--- config.mk ---
export PLATFORM = sky130hd
export DESIGN_NAME = pin_irq_router
export DESIGN_NICKNAME = d
export VERILOG_FILES = /design/src/rtl/pir_pkg.sv /design/src/rtl/pir_line_mux.sv /design/src/rtl/pir_regbank.sv /design/src/rtl/pin_irq_router.sv
export SDC_FILE = /design/constraint.sdc
export NUM_CORES = 1
export LEC_CHECK = 0
export BUFFER_PORTS_ARGS = -buffer_cell sky130_fd_sc_hd__buf_2
export CELL_PAD_IN_SITES_DETAIL_PLACEMENT = 1
export CELL_PAD_IN_SITES_GLOBAL_PLACEMENT = 2
export CORE_MARGIN = 2
export CORE_UTILIZATION = 29
export CTS_CLUSTER_DIAMETER = 150
export DETAILED_ROUTE_END_ITERATION = 8
export HOLD_SLACK_MARGIN = 0.05
export PLACE_DENSITY = 0.79
export SLEW_MARGIN = 5
export SYNTH_ARGS = -nofsm -noshare
export SYNTH_HDL_FRONTEND = slang
export SYNTH_SLANG_ARGS = --single-unit
export TNS_END_PERCENT = 10
--- constraint.sdc ---
create_clock -name clk -period 3 [get_ports clk]
set_input_delay 0.45 -clock clk [delete_from_list [all_inputs] [get_ports clk]]
set_output_delay 0.45 -clock clk [all_outputs]
set_load 0.03 [all_outputs]
--- src/rtl/pir_pkg.sv ---
// Package: shared decode constants for the interrupt line source selector.
// Assumes a 32-bit word-addressed register window; constants are word indices.
package pir_pkg;
    localparam int REMAP_WORD    = 0;   // placeholder, read-as-zero
    localparam int PMODE_WORD    = 1;   // placeholder, read-as-zero
    localparam int SEL_BASE_WORD = 2;   // first source-field register
    localparam int COMP_WORD     = 8;   // compensation-control word

    typedef enum logic [2:0] {
        RK_NONE,
        RK_REMAP,
        RK_PMODE,
        RK_SEL,
        RK_COMP
    } reg_kind_e;
endpackage

--- src/rtl/pir_line_mux.sv ---
// Module: picks one port's pin for a single interrupt line.
// Assumes col_i[p] is this line's pin of port p; codes >= NUM_PORTS give 0.
module pir_line_mux #(
    parameter int NUM_PORTS = 9,
    parameter int SEL_W     = 4
) (
    input  logic [NUM_PORTS-1:0] col_i,
    input  logic [SEL_W-1:0]     sel_i,
    output logic                 line_o
);
    // Priority-free one-of-N pick; unmatched codes fall through to low.
    always_comb begin
        line_o = 1'b0;
        for (int p = 0; p < NUM_PORTS; p++) begin
            if (sel_i == SEL_W'(p)) line_o = col_i[p];
        end
    end
endmodule

--- src/rtl/pir_regbank.sv ---
// Module: register storage, write masking and read decode.
// Assumes byte addressing with bits [1:0] ignored; reads are combinational.
module pir_regbank
    import pir_pkg::*;
#(
    parameter int ADDR_W       = 10,
    parameter int DATA_W       = 32,
    parameter int NUM_SEL_REGS = 4,
    parameter int SEL_REG_BITS = 16
) (
    input  logic                                 clk,
    input  logic                                 rst_n,
    input  logic                                 wr_en,
    input  logic [ADDR_W-1:0]                    addr,
    input  logic [DATA_W-1:0]                    wr_data,
    output logic [DATA_W-1:0]                    rd_data,
    output logic [NUM_SEL_REGS*SEL_REG_BITS-1:0] sel_flat
);
    localparam int WORD_W = ADDR_W - 2;
    localparam int IDX_W  = (NUM_SEL_REGS > 1) ? $clog2(NUM_SEL_REGS) : 1;

    logic [WORD_W-1:0]       word;
    logic                    unused_byte_lanes;
    reg_kind_e               kind;
    logic [IDX_W-1:0]        sel_idx;
    logic [SEL_REG_BITS-1:0] sel_q [NUM_SEL_REGS];
    logic [DATA_W-1:0]       comp_q;

    assign word              = addr[ADDR_W-1:2];
    assign unused_byte_lanes = ^addr[1:0];

    // Classify the addressed word and derive the source-register index.
    always_comb begin
        kind    = RK_NONE;
        sel_idx = '0;
        if (word == WORD_W'(REMAP_WORD)) begin
            kind = RK_REMAP;
        end else if (word == WORD_W'(PMODE_WORD)) begin
            kind = RK_PMODE;
        end else if (word >= WORD_W'(SEL_BASE_WORD) &&
                     word <  WORD_W'(SEL_BASE_WORD + NUM_SEL_REGS)) begin
            kind    = RK_SEL;
            sel_idx = IDX_W'(word - WORD_W'(SEL_BASE_WORD));
        end else if (word == WORD_W'(COMP_WORD)) begin
            kind = RK_COMP;
        end
    end

    // Store writes; source registers keep only their low field bits.
    always_ff @(posedge clk) begin
        if (!rst_n) begin
            for (int r = 0; r < NUM_SEL_REGS; r++) sel_q[r] <= '0;
            comp_q <= '0;
        end else if (wr_en) begin
            case (kind)
                RK_SEL:  sel_q[sel_idx] <= wr_data[SEL_REG_BITS-1:0];
                RK_COMP: comp_q         <= wr_data;
                default: ;
            endcase
        end
    end

    // Return the addressed register; placeholders and holes read zero.
    always_comb begin
        case (kind)
            RK_SEL:  rd_data = DATA_W'(sel_q[sel_idx]);
            RK_COMP: rd_data = comp_q;
            default: rd_data = '0;
        endcase
    end

    for (genvar r = 0; r < NUM_SEL_REGS; r++) begin : g_flat
        assign sel_flat[r*SEL_REG_BITS +: SEL_REG_BITS] = sel_q[r];
    end


    sel_upper_zero_chk: assert property (@(posedge clk) disable iff (!rst_n)
        (kind == RK_SEL) |-> (rd_data[DATA_W-1:SEL_REG_BITS] == '0));


    placeholder_zero_chk: assert property (@(posedge clk) disable iff (!rst_n)
        (kind == RK_REMAP || kind == RK_PMODE) |-> (rd_data == '0));


    comp_store_chk: assert property (@(posedge clk) disable iff (!rst_n)
        (wr_en && kind == RK_COMP) |=> (comp_q == $past(wr_data)));


    hole_write_chk: assert property (@(posedge clk) disable iff (!rst_n)
        (wr_en && (kind == RK_NONE || kind == RK_REMAP || kind == RK_PMODE))
        |=> ($stable(sel_flat) && $stable(comp_q)));


    hole_read_zero_chk: assert property (@(posedge clk) disable iff (!rst_n)
        (kind == RK_NONE) |-> (rd_data == '0));
endmodule

--- src/rtl/pin_irq_router.sv ---
// Module: top of the interrupt line source selector.
// Assumes pin_in bit p*NUM_LINES+k is pin k of port p; routing is combinational.
module pin_irq_router #(
    parameter int NUM_PORTS    = 9,
    parameter int NUM_LINES    = 16,
    parameter int SEL_W        = 4,
    parameter int SELS_PER_REG = 4,
    parameter int ADDR_W       = 10,
    parameter int DATA_W       = 32
) (
    input  logic                           clk,
    input  logic                           rst_n,
    input  logic                           wr_en,
    input  logic [ADDR_W-1:0]              addr,
    input  logic [DATA_W-1:0]              wr_data,
    output logic [DATA_W-1:0]              rd_data,
    input  logic [NUM_PORTS*NUM_LINES-1:0] pin_in,
    output logic [NUM_LINES-1:0]           line_out
);
    localparam int SEL_REG_BITS = SELS_PER_REG * SEL_W;
    localparam int NUM_SEL_REGS = NUM_LINES / SELS_PER_REG;

    logic [NUM_SEL_REGS*SEL_REG_BITS-1:0] sel_flat;

    pir_regbank #(
        .ADDR_W       (ADDR_W),
        .DATA_W       (DATA_W),
        .NUM_SEL_REGS (NUM_SEL_REGS),
        .SEL_REG_BITS (SEL_REG_BITS)
    ) regs_i (
        .clk      (clk),
        .rst_n    (rst_n),
        .wr_en    (wr_en),
        .addr     (addr),
        .wr_data  (wr_data),
        .rd_data  (rd_data),
        .sel_flat (sel_flat)
    );

    for (genvar n = 0; n < NUM_LINES; n++) begin : g_line
        logic [NUM_PORTS-1:0] col;

        for (genvar p = 0; p < NUM_PORTS; p++) begin : g_col
            assign col[p] = pin_in[p*NUM_LINES + n];
        end

        pir_line_mux #(
            .NUM_PORTS (NUM_PORTS),
            .SEL_W     (SEL_W)
        ) mux_i (
            .col_i  (col),
            .sel_i  (sel_flat[n*SEL_W +: SEL_W]),
            .line_o (line_out[n])
        );


        sel_range_low_chk: assert property (@(posedge clk) disable iff (!rst_n)
            (int'(sel_flat[n*SEL_W +: SEL_W]) >= NUM_PORTS) |-> !line_out[n]);
    end
endmodule

==> qor.csv <==
metric,value,unit
dpl.hpwl,15930,um
synth_edf_count,64,
grt_usage,18.55,%
synthArstFlopShare,0,%
avgSynthCellArea,10.45,um^2
ir_drop,0.2555,mV
nNetsFinal,951,
gp_congestion,0.8416,
synthCells,545,
synthTopCellsByArea,"edfxtp_1 (34%), dfxtp_1 (11%), mux4_2 (11%)",
grt_max_degree,33,
setup_viol,0,
status,completed,
grt-ovfl-total,0,
initial_core_util,29.44,%
relSlewSlack,49.28,%
io-pin-count,237,
cp_num_buf_inv,3,
synth.cell_area,5693,um^2
ys.flop_type,edfxtp_1,
utilization,38.25,%
leakage,3.134,nW
drt_iter0_drc,209,
p_per_area,424.2,nW/um^2
pre_cts_ws,389.3,ps
grt.busiest_layer,met2,
yosysTopAreaCell,edfxtp_1,
ys_types,39,
synth_nets,734,
portBuffers,234,
drcViolationCount,0,
ant_nets,0,
first_pass_iters,4,
fmax,381.8,MHz
grt_util_met1,21.63,%
clk_pin_slew_worst_paths,60,ps
postCtsHoldBufs,0,
area_growth,29.91,%
critPathLaunchType,input pin,
crit_chain,buf_2 -> inv_1 -> o21ai_0 -> o21ai_0 -> a32o_1 -> buf_2,
met3_usage,4.934,%
cp_max_fo,20,
hold_path_class,input pin to register,
rrSetupSlack,2330,ps
tightest_slew,756.7,ps
max_stage_delay,400,ps
ctsResizeCount,0,
fin_ws,380.6,ps
hold_viol_final,0,
ctsLongestPathBuffers,2,
fp.coreArea,19330,um^2
final_common_cell,buf_2,
worstSetupEndpointType,output pin,
rsz0062_at_grt,false,
num_vias,5123,
grt_pass1_vias,5336,
worst_ep_arrival_time,2170,ps
power,3.138,mW
synth_sequential_area_ratio,45.01,%
mostFrequentLayoutCells,"buf_2 (234), nand2_1 (74), and2_1 (64), edfxtp_1 (64), a21oi_1 (53)",
grt_pass1_wl,29110,um
cts-htree-levels,3,
fin_crit,2619,ps
cts.sinks,96,
root_buffer,clkbuf_16,
antenna_found_initial,5,
placementRows,51,
slew_viol_final,0,
yosys_warnings,0,
die_area,20770,um^2
routedWlPerCell,18.88,um
drive_gt1_share,39.90,%
vias_per_cell,4.945,
min_period_over_period,87.31,%
clkLatencyLatePin,350,ps
cpMaxStageDelayCell,inv_1,
cts_setup_buffers,0,
finalSetupTns,0,ps
use_met2,33.28,%
maxCapViolCount,0,
synth-seq-cells,96,
cts_tree,done,
fin_skew,0,ps
cp_top_family,buffers and inverters,
path_class,input pin to output pin,
netlist.area_leader.share,33.76,%
cts_made_buffers,9,
fp.dieW,144.1,um
die_h,144.1,um
crit_required,2550,ps
wl,19560,um
## through the flow
stage	instances	instance area (um^2)	hold WS [ps]
global route	1035	7393	339.6
floorplan	545	5693	431.9
global placement	1016	7089	439.0
finish	1036	7396	339.2
detailed placement	1016	7089	448.2
CTS	1032	7386	329.6
## sequential cells by signal, summed over array words and instances, names as in the netlist
name	flops
regs_i.comp_q	32
regs_i.sel_q	64
## per-layer routing
layer	vias up	wire length, um
li1	2431	-
met1	2492	7774
met2	183	9956
met3	17	1508
met4	0	321
met5	-	0
## Yosys cell counts (all sizes together), types with 2 or more instances
library cell	n
nand2	74
clkbuf	18
nor3	2
a32o	14
nand3b	7
or4b	2
a21oi	54
nor2b	5
nand3	4
a221o	2
dfxtp	32
buf	29
edfxtp	64
nor4b	4
o21ai	45
nand4	2
mux2i	34
nor2	7
mux4	28
and2	65
o22ai	5
and3	17
mux2	2
or4bb	3
inv	18
a211oi	2
## kinds of logic (layout without fill, tap and decap cells)
| kind of cell | Yosys count | count (layout) | share of synthesized area, % |
|---|---|---|---|
| other | 0 | 4 | 0 |
| and+or+nand+nor | 195 | 195 | 19.01 |
| AOI/OAI and AO/OA | 125 | 125 | 12.86 |
| buffers and inverters | 65 | 287 | 5.670 |
| muxes | 64 | 64 | 17.45 |
| DFF | 96 | 96 | 45.01 |
## power breakdown
part | internal [mW] | total, mW | switching (mW)
Sequential | 1.45 | 1.51 | 0.0555
Combinational | 0.232 | 0.478 | 0.246
Clock | 0.649 | 1.15 | 0.500
## worst paths after layout
check                         start                end  cells after the start
setup / recovery            addr[2]         rd_data[2]                      6
hold / removal          wr_data[17]  regs_i.comp_q[17]                      3
setup reg to reg   regs_i.comp_q[3]   regs_i.comp_q[3]                      2
hold reg to reg   regs_i.comp_q[25]  regs_i.comp_q[25]                      2
## cell type report
class,count,area (um^2)
Antenna cell,4,10.01
Clock buffer,10,229.0
Clock inverter,6,67.56
Fill cell,2279,11940
Inverter,18,67.56
Multi-Input combinational cell,384,2814
Sequential cell,96,2562
Tap cell,265,331.6
Timing Repair Buffer,253,1314
## tightest hold or removal path: stages
cell,delay [ps]
buf_2,90
nand2_1,50
a21oi_1,50
No activity file was read; power rests on OpenSTA's default activity.
